File: src/rtl/blc_pkg.sv
package blc_pkg;
    localparam int PIX_W = 10;
    localparam int PIX_MAX = (1 << PIX_W) - 1;
    localparam int ERR_HI = (1 << (PIX_W - 1)) - 1;
    localparam int ERR_LO = -(1 << (PIX_W - 1));

    // one measurement result handed from the averager to the filter
    typedef struct packed {
        logic             valid;
        logic [PIX_W-1:0] level;
    } level_s;

    function automatic logic signed [PIX_W-1:0] clamp_err(input logic signed [PIX_W:0] e);
        if (e > (PIX_W+1)'(ERR_HI))
            return PIX_W'(ERR_HI);
        else if (e < (PIX_W+1)'(ERR_LO))
            return PIX_W'(ERR_LO);
        else
            return e[PIX_W-1:0];
    endfunction

    function automatic logic [PIX_W-1:0] sat_pix(input logic signed [PIX_W+1:0] s);
        if (s < 0)
            return '0;
        else if (s > (PIX_W+2)'(PIX_MAX))
            return PIX_W'(PIX_MAX);
        else
            return s[PIX_W-1:0];
    endfunction
endpackage

File: src/rtl/blc_avg.sv
module blc_avg
    import blc_pkg::*;
#(
    parameter int NSH_W = 3
) (
    input  logic             clk,
    input  logic             rst,
    input  logic             sync,
    input  logic             win,
    input  logic [PIX_W-1:0] pix,
    input  logic [NSH_W-1:0] nsh,
    output level_s           meas
);
    localparam int MAX_SH = (1 << NSH_W) - 1;
    localparam int MAX_CNT = 1 << MAX_SH;
    localparam int CNT_W = $clog2(MAX_CNT + 1);
    localparam int SUM_W = PIX_W + MAX_SH;

    logic [CNT_W-1:0] cnt;
    logic [SUM_W-1:0] sum;
    logic [CNT_W-1:0] need;

    assign need = CNT_W'(1) << nsh;

    // a sync cycle closes the line and drops its own pixel
    always_ff @(posedge clk) begin
        if (rst || sync) begin
            cnt <= '0;
            sum <= '0;
        end else if (win && cnt < need) begin
            cnt <= cnt + CNT_W'(1);
            sum <= sum + SUM_W'(pix);
        end
    end

    always_comb begin
        meas.valid = sync && (cnt == need);
        meas.level = PIX_W'(sum >> nsh);
    end

    assert_fill_stop_R2: assert property (@(posedge clk) disable iff (rst)
        (win && !sync && cnt == need) |=> (cnt == $past(cnt)));

    assert_sync_restart_R8: assert property (@(posedge clk) disable iff (rst)
        sync |=> (cnt == '0));
endmodule

File: src/rtl/blc_filter.sv
module blc_filter
    import blc_pkg::*;
#(
    parameter int NSV_W = 4
) (
    input  logic                    clk,
    input  logic                    rst,
    input  logic                    en,
    input  level_s                  meas,
    input  logic [PIX_W-1:0]        target,
    input  logic [NSV_W-1:0]        nsv,
    output logic signed [PIX_W-1:0] acc
);
    logic signed [PIX_W:0]   err_w;
    logic signed [PIX_W-1:0] err;
    logic signed [PIX_W:0]   diff;
    logic signed [PIX_W:0]   step;

    always_comb begin
        err_w = $signed({1'b0, target}) - $signed({1'b0, meas.level});
        err   = clamp_err(err_w);
        diff  = $signed({err[PIX_W-1], err}) - $signed({acc[PIX_W-1], acc});
        step  = diff >>> nsv;
    end

    always_ff @(posedge clk) begin
        if (rst || !en)
            acc <= '0;
        else if (meas.valid)
            acc <= PIX_W'($signed({acc[PIX_W-1], acc}) + step);
    end

    assert_acc_hold_R3: assert property (@(posedge clk) disable iff (rst)
        (en && !meas.valid) |=> $stable(acc));

    assert_one_line_R4: assert property (@(posedge clk) disable iff (rst)
        (en && meas.valid && nsv == '0) |=> (acc == $past(err)));

    assert_off_zero_R6: assert property (@(posedge clk) disable iff (rst)
        !en |=> (acc == '0));
endmodule

File: src/rtl/blc_apply.sv
module blc_apply
    import blc_pkg::*;
(
    input  logic                    clk,
    input  logic                    rst,
    input  logic [PIX_W-1:0]        pix,
    input  logic signed [PIX_W-1:0] corr,
    output logic [PIX_W-1:0]        pix_out
);
    logic signed [PIX_W+1:0] total;

    assign total = $signed({2'b00, pix}) + $signed({{2{corr[PIX_W-1]}}, corr});

    always_ff @(posedge clk) begin
        if (rst)
            pix_out <= '0;
        else
            pix_out <= sat_pix(total);
    end

    assert_zero_pass_R7: assert property (@(posedge clk) disable iff (rst)
        (corr == '0) |=> (pix_out == $past(pix)));
endmodule

File: src/rtl/black_level_loop.sv
module black_level_loop
    import blc_pkg::*;
#(
    parameter int NSH_W = 3,
    parameter int NSV_W = 4
) (
    input  logic             clk,
    input  logic             rst,
    input  logic [PIX_W-1:0] pix_in,
    input  logic             line_sync,
    input  logic             win_int,
    input  logic             win_ext,
    input  logic             win_sel,
    input  logic             loop_en,
    input  logic [NSV_W-1:0] nsv,
    input  logic [NSH_W-1:0] nsh,
    input  logic [PIX_W-1:0] target,
    output logic [PIX_W-1:0] pix_out,
    output logic [PIX_W-1:0] corr_out
);
    level_s                  meas;
    logic                    win;
    logic signed [PIX_W-1:0] acc;

    assign win = win_sel ? win_ext : win_int;

    blc_avg #(.NSH_W(NSH_W)) u_avg (
        .clk  (clk),
        .rst  (rst),
        .sync (line_sync),
        .win  (win),
        .pix  (pix_in),
        .nsh  (nsh),
        .meas (meas)
    );

    blc_filter #(.NSV_W(NSV_W)) u_filt (
        .clk    (clk),
        .rst    (rst),
        .en     (loop_en),
        .meas   (meas),
        .target (target),
        .nsv    (nsv),
        .acc    (acc)
    );

    blc_apply u_apply (
        .clk     (clk),
        .rst     (rst),
        .pix     (pix_in),
        .corr    (acc),
        .pix_out (pix_out)
    );

    // the correction is exposed unchanged as two's complement
    assign corr_out = acc;

    assert_update_sync_R3: assert property (@(posedge clk) disable iff (rst)
        (!line_sync && loop_en) |=> $stable(corr_out));
endmodule

File: config.mk
export PLATFORM = sky130hd
export DESIGN_NAME = black_level_loop
export DESIGN_NICKNAME = d
export VERILOG_FILES = /design/src/rtl/blc_pkg.sv /design/src/rtl/blc_avg.sv /design/src/rtl/blc_filter.sv /design/src/rtl/blc_apply.sv /design/src/rtl/black_level_loop.sv
export SDC_FILE = /design/constraint.sdc
export NUM_CORES = 1
export LEC_CHECK = 0
export BUFFER_PORTS_ARGS = -buffer_cell sky130_fd_sc_hd__buf_2
export CAP_MARGIN = 20
export CORE_ASPECT_RATIO = 0.8
export CORE_MARGIN = 2
export CORE_UTILIZATION = 30
export DETAILED_ROUTE_END_ITERATION = 16
export PLACE_DENSITY = 0.56
export SLEW_MARGIN = 5
export SYNTH_ARGS = -nofsm -noshare
export SYNTH_HDL_FRONTEND = slang
export SYNTH_HIERARCHICAL = 1
export SYNTH_SLANG_ARGS = --single-unit
File: constraint.sdc
create_clock -name clk -period 10.1 [get_ports clk]
set_input_delay 1.01 -clock clk [delete_from_list [all_inputs] [get_ports clk]]
set_output_delay 1.01 -clock clk [all_outputs]
set_load 0.1 [all_outputs]
Yosys cells after proc, flatten, opt, wreduce, memory -nomap -nowiden

Cells that the tools add are included.

Register bits: 45
Input port bits: 34
Output and inout bits: 20
Logic and storage cells: 29

$add $sub $neg: 6
Order comparisons: 5
Equality and inequality tests: 1
Shift operators: 3
Mux-type cells: 4
Reductions and logical operators: 6

Operators with widths:

| kind                                                                    | number |
|---|---|
| 10-bit 2-to-1 mux                                                       | 3 |
| 10-bit by 10-bit subtractor with 11-bit output                          | 2 |
| 17-bit by 10-bit adder with 17-bit output                               | 1 |
| 17-bit by 3-bit >> shifter with 10-bit output                           | 1 |
| 11-bit by 10-bit adder with 12-bit output                               | 1 |
| 12-bit by 11-bit > comparator with 1-bit output (second input constant) | 1 |
| 12-bit by 1-bit < comparator with 1-bit output (second input constant)  | 1 |
| 11-bit by 10-bit > comparator with 1-bit output (second input constant) | 1 |
| 11-bit by 10-bit < comparator with 1-bit output (second input constant) | 1 |
| 11-bit by 4-bit >>> shifter with 10-bit output                          | 1 |
| 10-bit adder                                                            | 1 |
| 8-bit by 1-bit adder with 8-bit output (second input constant)          | 1 |
| 8-bit == test                                                           | 1 |
| 8-bit < comparator                                                      | 1 |
| 1-bit by 3-bit << shifter with 8-bit output (first input constant)      | 1 |
| 1-bit logical AND                                                       | 2 |
| 1-bit logical OR                                                        | 2 |
| 2-bit OR reduction                                                      | 1 |
| 1-bit zero test                                                         | 1 |
| 1-bit 2-to-1 mux                                                        | 1 |

Longest topological paths before layout

Gate-level depths: netlist (run 1).

Depth in word-level cells: 8
Gate-level depth with buffers: 34
Gate-level depth less buffers: 33

Modules after synthesis

Netlist (run 1), hierarchy kept.

By module, submodules not included:

| module           | times used | cells an instance | area each (um2) | sequential area each (um2) |
|---|---|---|---|---|
| blc_filter       | 1          | 345               | 2,429.8         | 200.2 |
| blc_avg          | 1          | 272               | 2,120.8         | 500.5 |
| blc_apply        | 1          | 79                | 779.5           | 200.2 |
| black_level_loop | 1          | 1                 | 15.0            | 0.0 |

Worst setup path before layout (run 1)

No wires, ideal clock.

Kind: input to register
Start point: input nsh[1]
End point: register u_filt.acc[8]
Setup time: 0.135 ns
Data arrival time: 7.341 ns
Required time: 9.965 ns
Path slack: 2.623 ns
Stages on the path: 34
Path buffers: 3
Path through: clkbuf_1 buf_2 mux2i_1 a21oi_1 mux2_2 ha_1 inv_1 fa_1 a211o_1 a21oi_1 and3b_1 o21ai_1 a211oi_1 a31oi_1 a21oi_1 ha_1 buf_2 a21o_1 and4_1 nor3_1 a311oi_2 o22a_1 and3_1 nor4_1 ha_1 inv_1 fa_1 nor2b_1 o21ai_0 a21boi_0 o21ai_0 a21oi_1 mux2i_1 o31ai_1

RTL lines:

| item                 | RTL line               | text |
|---|---|---|
| start, declared      | black_level_loop.sv:16 | `input logic [NSH_W-1:0] nsh,` |
| end signal, assigned | blc_filter.sv:30       | `acc <= PIX_W'($signed({acc[PIX_W-1], acc}) + step);` |
| end, declared        | blc_filter.sv:12       | `output logic signed [PIX_W-1:0] acc` |

==> results of run 1 <==
-- routing by layer --
layer / up-vias / wire length [µm] / global-route usage
li1: 2671 / - / -
met1: 2367 / 8425 / 0.2551
met2: 146 / 5809 / 0.2235
met3: 9 / 841 / 0.02454
met4: 0 / 121 / 0.03414
met5: - / 0 / 0
-- state kept, by name, indices dropped and copies added (netlist names) --
signal / flops
u_avg/sum: 17
u_apply/pix_out: 10
u_filt/acc: 10
u_avg/cnt: 8
-- worst reg2reg max path, delay by kind of cell, from the launching register on --
family | cells | cell delay, ps
adder cells (fa/ha/maj) | 5 | 1750
AO/OA/AOI/OAI | 16 | 3740
multiplexers | 3 | 590
buffers and inverters | 2 | 120
AND/OR/NAND/NOR | 6 | 1090
flip-flops | 1 | 420
-- area by class of cell --
| cell class | instances | area [µm²] |
|---|---|---|
| Inverter | 44 | 165.2 |
| Multi-Input combinational cell | 577 | 4154 |
| Sequential cell | 45 | 900.9 |
| Timing Repair Buffer | 55 | 280.3 |
| Clock buffer | 7 | 142.6 |
| Tap cell | 225 | 281.5 |
| Clock inverter | 1 | 30.03 |
| Fill cell | 1814 | 11420 |
-- power groups by stage --
stage | Clock (mW) | Combinational [mW] | Sequential, mW
floorplan | 0 | 0.292 | 0.234
global placement | 0 | 0.421 | 0.197
detailed placement | 0 | 0.417 | 0.197
CTS | 0.198 | 0.419 | 0.193
global route | 0.204 | 0.469 | 0.194
finish | 0.193 | 0.425 | 0.193
-- cell usage in the layout, fill, tap and decap left out, types with 7 or more instances in the layout --
cell type and count:
nor2b_1 10, a21o_1 18, or3_1 19, nor3_1 18
a21oi_1 63, nand2_1 62, inv_1 43, o31ai_1 8
nor2_1 43, nand4_1 8, xnor2_1 18, mux2i_1 22
a211o_1 7, dfxtp_1 45, o21ai_0 30, nand2b_1 7
o21a_1 21, xor2_1 9, o21ai_1 8, ha_1 59
a211oi_1 11, buf_2 53, nand3_1 22
-- how the worst max path moves through the flow --
stage                start                          to  cells after the start
global placement    nsh[1]  u_filt/acc[8]$_SDFFE_PP0P_                     33
CTS                 nsh[1]  u_filt/acc[8]$_SDFFE_PP0P_                     33
floorplan           nsh[1]  u_filt/acc[8]$_SDFFE_PP0P_                     34
global route        nsh[1]  u_filt/acc[8]$_SDFFE_PP0P_                     33
detailed placement  nsh[1]  u_filt/acc[8]$_SDFFE_PP0P_                     33
finish              nsh[1]  u_filt/acc[8]$_SDFFE_PP0P_                     33
-- cell families after synthesis --
logic type,Yosys count
flops,45
simple gates,221
fa+ha+maj,64
compound gates,234
xor+xnor,27
buf+inv,75
mux,31
-- per-stage QoR --
stage                       util  hold slack (ps)  cells  total power, mW
final                     0.3426            482.9    954           0.8109
after global routing      0.3426            539.0    954           0.8667
after CTS                 0.3426            482.8    954           0.8100
after detailed placement  0.3327            473.5    946           0.6145
after global placement    0.3327            468.7    946           0.6182
after floorplan                -            443.5    697           0.5266
==> metrics.md, run 1 <==
| Metric | Value |
|---|---|
| Max VDD drop | `approximately 0.14 mV` |
| Setup TNS | `0 ps` |
| Setup violations, final | `0` |
| Seq/Total Area, Yosys | `0.1685` |
| Power Density | `around 140 nW/µm²` |
| Chip height | `~120 µm` |
| Area growth syn-to-layout | `11.40%` |
| #FFs+latches synth | `45` |
| Worst R2R Start | `u_avg/sum[6]$_SDFFE_PP0P_` |
| Worst Hold Class | `register to register` |
| Clock tree from TritonCTS | `done` |
| CTS Hold Bufs | `0` |
| Critical path's most frequent cell | `a21oi_1` |
| Synthesized area | `~5300 µm²` |
| Post CTS Setup Buffer Count | `0` |
| XOR/XNOR Fraction of Synth Area | `0.04424` |
| Max stage delay cell, worst path | `a211oi_1` |
| Critical path capture point type | `register` |
| Die ar. | `18910 µm²` |
| Reg-to-reg endpoint | `u_filt/acc[8]$_SDFFE_PP0P_` |
| EDFF count, synth | `0` |
| CTS Sinks | `45` |
| FFs w/ async S/R, synth | `0` |
| Syn avg cell area | `~7.7 µm²` |
| Share of cells above drive strength 1 | `0.1152` |
| Clock latency on the worst-skew pair | `290 ps` |
| Initial DRC count | `between 400 and 500` |
| Global route total overflow | `0` |
| Slew headroom | `0.3742` |
| Delay-heaviest family, CP | `compound AO/OA/AOI/OAI gates` |
| Initial core utilization | `0.3076` |
| CP startpoint kind | `primary input` |
| Status | `finished, final reports clean` |
| Detail Route Antenna Nets | `0` |
| Simple-Gate Fraction of Synth Area | `0.2081` |
| Pre-antenna DRT Iters | `8` |
| Reg2Reg Depth | `32` |
| Post-DP Area | `slightly below 6000 µm²` |
| Static leakage | `about 2.6 nW` |
| IO Pins | `54` |
| Top cell type's share of synthesized area | `0.1685` |
| Slew Limit Fails | `0` |
| Number of global-route vias before repair | `roughly 4800` |
| Core footprint | `~17000 µm²` |
| Most frequent cell after synthesis | `a21oi_1` |
| Complex-gate fraction of the synthesized area | `0.3008` |
| Post-synthesis cell type count | `79` |
| Kind of critical path | `primary input to register` |
| Sequential share of power | `0.238` |
| Routed wire length | `15200 µm` |
| Skew final | `5.531 ps` |
| Clock power share | `0.238` |
| Vias/cell | `about 5.4` |
| Syn nets | `between 700 and 800` |
| Hold Crit Start | `u_avg/sum[0]$_SDFFE_PP0P_` |
| Worst-margin pin slew | `approximately 940 ps` |
| CTS H-Tree Depth | `2` |
| DRC | `0` |
| CTS resizes | `0` |
| Gate Count Post-Synth | `697` |
| First-pass GRT wire length | `~25000 µm` |
| Max Cap Viol | `0` |
| R2R setup slack | `~2300 ps` |
| Clock transition at path regs | `approximately 70 ps` |
| Post-synth top cells | `a21oi_1, nand2_1, ha_1` |
| Largest family of logic cells by synthesized area | `compound AO/OA/AOI/OAI gates` |
| Maximum achievable frequency | `around 0.12 GHz` |
| Synth area leader | `dfxtp_1` |
| Main synth FF type | `dfxtp_1` |
| Diodes inserted | `0` |
| Hold Path Cell Cnt | `2` |
| Final worst slack | `about 1500 ps` |
| Hold Path End | `u_avg/sum[0]$_SDFFE_PP0P_` |
| Final hold violations | `0` |
| NumNets Final | `around 830` |
| Wire per inst | `approximately 16 µm` |
| Die X | `~150 µm` |
| Internal power | `0.4636 mW` |
| CP peak stage delay | `slightly below 600 ps` |
| Total global-route track usage | `0.1607` |
| Post-synthesis adder-cell area fraction | `0.1568` |
| Largest net degree at the start of global routing | `28` |
| Worst Path Arrival | `around 8700 ps` |
| PortBufs | `53` |
| Multiplexer share of the synthesized area | `0.06718` |
| Cts bufs inserted | `5` |
| Final Cell Area | `a little under 6000 µm²` |
| CP Max Fanout | `24` |
| Gate power share | `0.524` |
| Yosys Warn Count | `6` |
| CP Buf/Inv Count | `3` |
| Initial antenna violation count | `0` |
| Clk root buf | `clkbuf_16` |
| Tcrit/Tclk final | `0.8485` |
| Synth top area cells | `dfxtp_1, ha_1, a21oi_1` |
| Via count | `between 5000 and 6000` |
| Pre-CTS worst setup slack | `around 1400 ps` |
| HPWL after detailed placement | `11970 µm` |
| CTS max path bufs | `2` |
| Psw | `~0.35 mW` |
| GP Congestion | `between 0.8 and 0.9` |
| Sw Ratio | `0.4282` |
| RSZ-0062 raised after global routing | `false` |
| CP Data Required Time | `between 10000 and 15000 ps` |
| Post-route minimum period | `about 8600 ps` |
| FP Rows | `43` |
Note: power is estimated with default switching activity, not from simulation.
==> run 2, diff against run 1 <==
==> constraint.sdc (replaced) <==
create_clock -name clk -period 7.99 [get_ports clk]
set_input_delay 0.799 -clock clk [delete_from_list [all_inputs] [get_ports clk]]
set_output_delay 0.799 -clock clk [all_outputs]
set_load 0.1 [all_outputs]
==> metrics.md, run 2 (synthesis gave the netlist of run 1 again) <==
| Metric | Value |
|---|---|
| Clock latency on the worst-skew pair | `just under 300 ps` |
| Skew final | `approximately 4.8 ps` |
| Total power | `slightly below 1 mW` |
| Initial antenna violation count | `0` |
| First-pass GRT wire length | `roughly 25000 µm` |
| HPWL after detailed placement | `between 10000 and 15000 µm` |
| CP Data Required Time | `around 8200 ps` |
| Largest register FFs | `17` |
| IO Pins | `54` |
| Top Registers | `u_avg/sum x17, u_apply/pix_out x10, u_filt/acc x10` |
| Final worst slack | `approximately 570 ps` |
| Routed wire length | `roughly 15000 µm` |
| Delay-heaviest family, CP | `compound AO/OA/AOI/OAI gates` |
| Psw | `0.4440 mW` |
| Via count | `5327` |
| Critical path capture point type | `register` |
| DRC | `0` |
| Initial DRC count | `just over 400` |
| Final hold violations | `0` |
| Setup TNS | `0 ps` |
| Pre-antenna DRT Iters | `5` |
| Gate power share | `0.552` |
| Cts bufs inserted | `5` |
| PortBufs | `53` |
| CP Max Fanout | `10` |
| Global route total overflow | `0` |
| Pre-CTS worst setup slack | `around 400 ps` |
| NumNets Final | `around 830` |
| Sw Ratio | `0.4481` |
| Initial core utilization | `0.3076` |
| Sequential share of power | `0.247` |
| Clock tree from TritonCTS | `done` |
| CTS H-Tree Depth | `2` |
| Max Cap Viol | `0` |
| Wire per inst | `around 16 µm` |
| Clock transition at path regs | `around 60 ps` |
| Power Density | `around 170 nW/µm²` |
| Status | `finished, final reports clean` |
| Post-route minimum period | `roughly 7400 ps` |
| Commonest non-fill, non-tap cell in the layout | `a21oi_1` |
| Setup violations, final | `0` |
| CP startpoint kind | `primary input` |
| Maximum achievable frequency | `about 0.13 GHz` |
| Tcrit/Tclk final | `0.9282` |
| Max stage delay cell, worst path | `a2111o_1` |
| Total global-route track usage | `0.1614` |
| Diodes inserted | `0` |
| Critical path's most frequent cell | `a21oi_1` |
| Kind of critical path | `primary input to register` |
| Clock power share | `0.201` |
| Number of global-route vias before repair | `between 4000 and 5000` |
| Share of cells above drive strength 1 | `0.1240` |
| Max VDD drop | `0.09804 mV` |
| Most frequent cells in the layout | `a21oi_1, nand2_1, ha_1` |
| Slew headroom | `0.3648` |
| R2R setup slack | `960 ps` |
| Chip height | `123.4 µm` |
| CP Buf/Inv Count | `3` |
| Area growth syn-to-layout | `11.70%` |
| CP peak stage delay | `roughly 510 ps` |
| Worst-margin pin slew | `approximately 950 ps` |
| Slew Limit Fails | `0` |
| Worst Path Arrival | `approximately 7600 ps` |
| Internal power | `~0.55 mW` |
| Detail Route Antenna Nets | `0` |
| GP Congestion | `~0.88` |
| Die ar. | `between 15000 and 20000 µm²` |
| Hold slack | `slightly below 500 ps` |
| Clk root buf | `clkbuf_16` |
| Largest net degree at the start of global routing | `28` |
| Largest reg by FF count | `u_avg/sum` |
| CTS max path bufs | `2` |
| Worst Hold Class | `register to register` |
| Static leakage | `around 2.6 nW` |
| Die X | `about 150 µm` |
| FP Rows | `43` |
| Vias/cell | `around 5.6` |
| Core footprint | `between 15000 and 20000 µm²` |
| CTS Sinks | `between 40 and 50` |
-- run 2: metal layers --
metal  global-route usage  part of all wire
met5                    0                 0
met4              0.03356            0.0099
met3              0.01753             0.051
met2               0.2241              0.38
met1               0.2610              0.56
-- run 2: timing repair --
item                                    CTS  global route
gates resized for setup                   0             1
hold buffers                              0             0
buffers inserted                          0             0
endpoints found under the setup margin    0             2
-- run 2: final cells by class --
| type | count | area, µm² |
|---|---|---|
| Clock inverter | 1 | 5.005 |
| Sequential cell | 45 | 900.9 |
| Clock buffer | 5 | 125.1 |
| Fill cell | 1845 | 11410 |
| Multi-Input combinational cell | 577 | 4160 |
| Tap cell | 225 | 281.5 |
| Timing Repair Buffer | 62 | 332.8 |
| Inverter | 44 | 165.2 |
-- run 2: power by group through the flow --
stage / logic (mW) / registers [mW] / clock network, mW
finish: 0.547 / 0.244 / 0.200
global route: 0.604 / 0.245 / 0.212
CTS: 0.537 / 0.244 / 0.204
detailed placement: 0.534 / 0.249 / 0
global placement: 0.537 / 0.249 / 0
floorplan: 0.369 / 0.296 / 0
-- run 2: metrics by stage --
| stage | utilization | std cells | instance area, µm² |
|---|---|---|---|
| 2_1_floorplan | - | 697 | 5345 |
| 3_3_place_gp | 0.3357 | 953 | 5834 |
| 3_5_place_dp | 0.3357 | 953 | 5834 |
| 4_1_cts | 0.3432 | 959 | 5964 |
| 5_1_grt | 0.3436 | 959 | 5971 |
| 6_report | 0.3436 | 959 | 5971 |
-- run 2: tightest hold or removal path, delay by kind of cell, from the launching register on --
family          cells  cell delay (ps)
flops               1              320
simple gates        1               60
compound gates      1               50
-- run 2: path summary, 6_finish.rpt --
check,from,end,cells past startpoint
worst max-delay path,nsh[1],u_filt/acc[9]$_SDFFE_PP0P_,33
worst min-delay path,u_avg/sum[0]$_SDFFE_PP0P_,u_avg/sum[0]$_SDFFE_PP0P_,2
worst max register to register,u_avg/sum[4]$_SDFFE_PP0P_,u_filt/acc[8]$_SDFFE_PP0P_,34
worst min register to register,u_avg/sum[0]$_SDFFE_PP0P_,u_avg/sum[0]$_SDFFE_PP0P_,2
==> run 3, diff against run 2 <==
--- a/config.mk
+++ b/config.mk
@@ -5,6 +5,7 @@
 export SDC_FILE = /design/constraint.sdc
 export NUM_CORES = 1
 export LEC_CHECK = 0
+export ABC_AREA = 1
 export BUFFER_PORTS_ARGS = -buffer_cell sky130_fd_sc_hd__buf_2
 export CAP_MARGIN = 20
 export CORE_ASPECT_RATIO = 0.8
==> metrics.md, run 3 <==
| Metric | Value |
|---|---|
| Clock transition at path regs | `roughly 70 ps` |
| Initial core utilization | `0.3049` |
| Post CTS Setup Buffer Count | `0` |
| Number of global-route vias before repair | `approximately 5000` |
| HPWL after detailed placement | `12560 µm` |
| CTS Sinks | `45` |
| Die X | `about 160 µm` |
| Critical path capture point type | `register` |
| Most frequent cells in the layout | `nand2_1, inv_1, a21oi_1` |
| Total global-route track usage | `0.1579` |
| Setup violations, final | `0` |
| EDFF count, synth | `0` |
| Post-DP Area | `roughly 6000 µm²` |
| Global route total overflow | `0` |
| Seq/Total Area, Yosys | `0.1636` |
| First-pass GRT wire length | `25010 µm` |
| Clk root buf | `clkbuf_16` |
| Pre-antenna DRT Iters | `5` |
| Core footprint | `approximately 18000 µm²` |
| CP Buf/Inv Count | `7` |
| PortBufs | `53` |
| Setup TNS | `0 ps` |
| CTS H-Tree Depth | `2` |
| Post-synthesis cell type count | `51` |
| Worst Path Arrival | `about 7000 ps` |
| Detail Route Antenna Nets | `0` |
| Worst Hold Class | `register to register` |
| CP peak stage delay | `approximately 400 ps` |
| Tcrit/Tclk final | `0.8418` |
| Top cell type's share of synthesized area | `0.1636` |
| Inst Count DP | `between 1000 and 1500` |
| FP Rows | `44` |
| Status | `finished, final reports clean` |
| Slew headroom | `0.6728` |
| CP Data Required Time | `8190 ps` |
| Finished Core Util | `0.3406` |
| Routed wire length | `roughly 15000 µm` |
| Commonest non-fill, non-tap cell in the layout | `nand2_1` |
| Slew Limit Fails | `0` |
| Vias/cell | `between 4 and 5` |
| Wire per inst | `roughly 13 µm` |
| Final Cell Area | `between 6000 and 7000 µm²` |
| DRC | `0` |
| NumNets Final | `between 1000 and 1500` |
| RSZ-0062 raised after global routing | `false` |
| Synth top area cells | `dfxtp_1, nand2_1, ha_1` |
| Die ar. | `19460 µm²` |
| Initial antenna violation count | `0` |
| Most frequent cell after synthesis | `nand2_1` |
| Post-route minimum period | `just under 7000 ps` |
| Pre-CTS worst setup slack | `around 970 ps` |
| CP startpoint kind | `primary input` |
| Main synth FF type | `dfxtp_1` |
| Largest register FFs | `17` |
| Maximum achievable frequency | `approximately 0.15 GHz` |
| Synthesized area | `5505 µm²` |
| # fillers | `1974` |
| Gate Count Post-Synth | `888` |
| Largest reg by FF count | `u_avg/sum` |
| Kind of critical path | `primary input to register` |
| Chip height | `125.2 µm` |
| CP Max Fanout | `23` |
| Initial DRC count | `roughly 330` |
| Diodes inserted | `0` |
| Total power | `1.121 mW` |
| CTS Hold Bufs | `0` |
| Skew final | `roughly 11 ps` |
| FFs w/ async S/R, synth | `0` |
| Max Cap Viol | `0` |
| Hold slack | `roughly 500 ps` |
| IO Pins | `54` |
| Share of cells above drive strength 1 | `0.1188` |
| Delay-heaviest family, CP | `compound AO/OA/AOI/OAI gates` |
| Syn avg cell area | `roughly 6.2 µm²` |
| Via count | `between 5000 and 6000` |
| Max VDD drop | `approximately 0.079 mV` |
| Max stage delay cell, worst path | `fa_1` |
| Final hold violations | `0` |
| Final worst slack | `approximately 1300 ps` |
| Area growth syn-to-layout | `11.73%` |
| CTS max path bufs | `2` |
| Synth area leader | `dfxtp_1` |
| GP Congestion | `0.9168` |
| Static leakage | `slightly above 3 nW` |
| Post-synth top cells | `nand2_1, inv_1, a21oi_1` |
| CTS resizes | `0` |
| Yosys Warn Count | `6` |
| Largest net degree at the start of global routing | `30` |
| #FFs+latches synth | `between 40 and 50` |
| Fin cells | `approximately 1200` |
| Power Density | `roughly 180 nW/µm²` |
| Cts bufs inserted | `5` |
| Top Registers | `u_avg/sum x17, u_apply/pix_out x10, u_filt/acc x10` |
| Clock latency on the worst-skew pair | `around 300 ps` |
| Critical path's most frequent cell | `nand2_1` |
| Clock tree from TritonCTS | `done` |
| Worst-margin pin slew | `roughly 490 ps` |
| Syn nets | `between 900 and 1000` |
-- run 3: cell types whose count changed in the layout (fill, tap and decap cells not counted), moves of 14 or more --
cell,delta
o21a_1,-19
or3_1,-19
a21oi_1,+14
nand2_1,+167
nor2_1,+19
nand2_2,+15
a21o_1,-17
nand3_1,+40
inv_1,+97
o21ai_0,+21
mux2i_1,-20
-- run 3: path summary, 6_finish.rpt --
| path | slack [ps] | startpoint | depth (start not counted) | endpoint |
|---|---|---|---|---|
| min reg2reg | 500 | u_avg/cnt[7]$_SDFFE_PP0P_ | 2 | u_avg/cnt[7]$_SDFFE_PP0P_ |
| min | 500 | u_avg/cnt[7]$_SDFFE_PP0P_ | 2 | u_avg/cnt[7]$_SDFFE_PP0P_ |
| max reg2reg | 1880 | u_avg/sum[10]$_SDFFE_PP0P_ | 39 | u_filt/acc[8]$_SDFFE_PP0P_ |
| max | 1260 | nsh[0] | 44 | u_filt/acc[8]$_SDFFE_PP0P_ |
-- run 3: final cells by class --
cell class	count	area, µm²	share of cell area
clock buffers	6	128.9	0.02095
clock inverters	2	38.79	0.006306
inverters	146	548.0	0.08910
multi-input cells	679	3959	0.6436
flip-flops and latches	45	900.9	0.1465
well taps	230	287.8	0.04679
repair buffers	56	287.8	0.04679
-- run 3: logic make-up after synthesis --
family / Yosys count / synth area share
DFF: 45 / 0.1636
xor gates and xnor gates: 39 / 0.06546
adders and majority gates: 64 / 0.1523
AOI/OAI and AO/OA: 168 / 0.1743
muxes: 2 / 0.003637
buffers and inverters: 164 / 0.1173
and+or+nand+nor: 406 / 0.3234
-- run 3: per-layer routing --
metal | vias to the layer above | GRT usage | wire length (µm) | share of wire
li1 | 2971 | - | - | -
met4 | 0 | 0.02105 | 83 | 0.0055
met5 | - | 0 | 0 | 0
met1 | 2467 | 0.2514 | 8422 | 0.56
met3 | 8 | 0.02946 | 940 | 0.062
met2 | 135 | 0.2218 | 5628 | 0.37
-- run 3: worst reg2reg max path: cells and delay by family, from the launching register on --
family | cells | cell delay, ps
fa+ha+maj | 4 | 1310
xor+xnor | 2 | 260
compound gates | 14 | 2140
flops | 1 | 490
buf+inv | 4 | 330
simple gates | 15 | 1490
-- run 3: report_power, final --
| group | internal (mW) | switching (mW) |
|---|---|---|
| Sequential | 0.236 | 0.00993 |
| Combinational | 0.213 | 0.418 |
| Clock | 0.148 | 0.0960 |
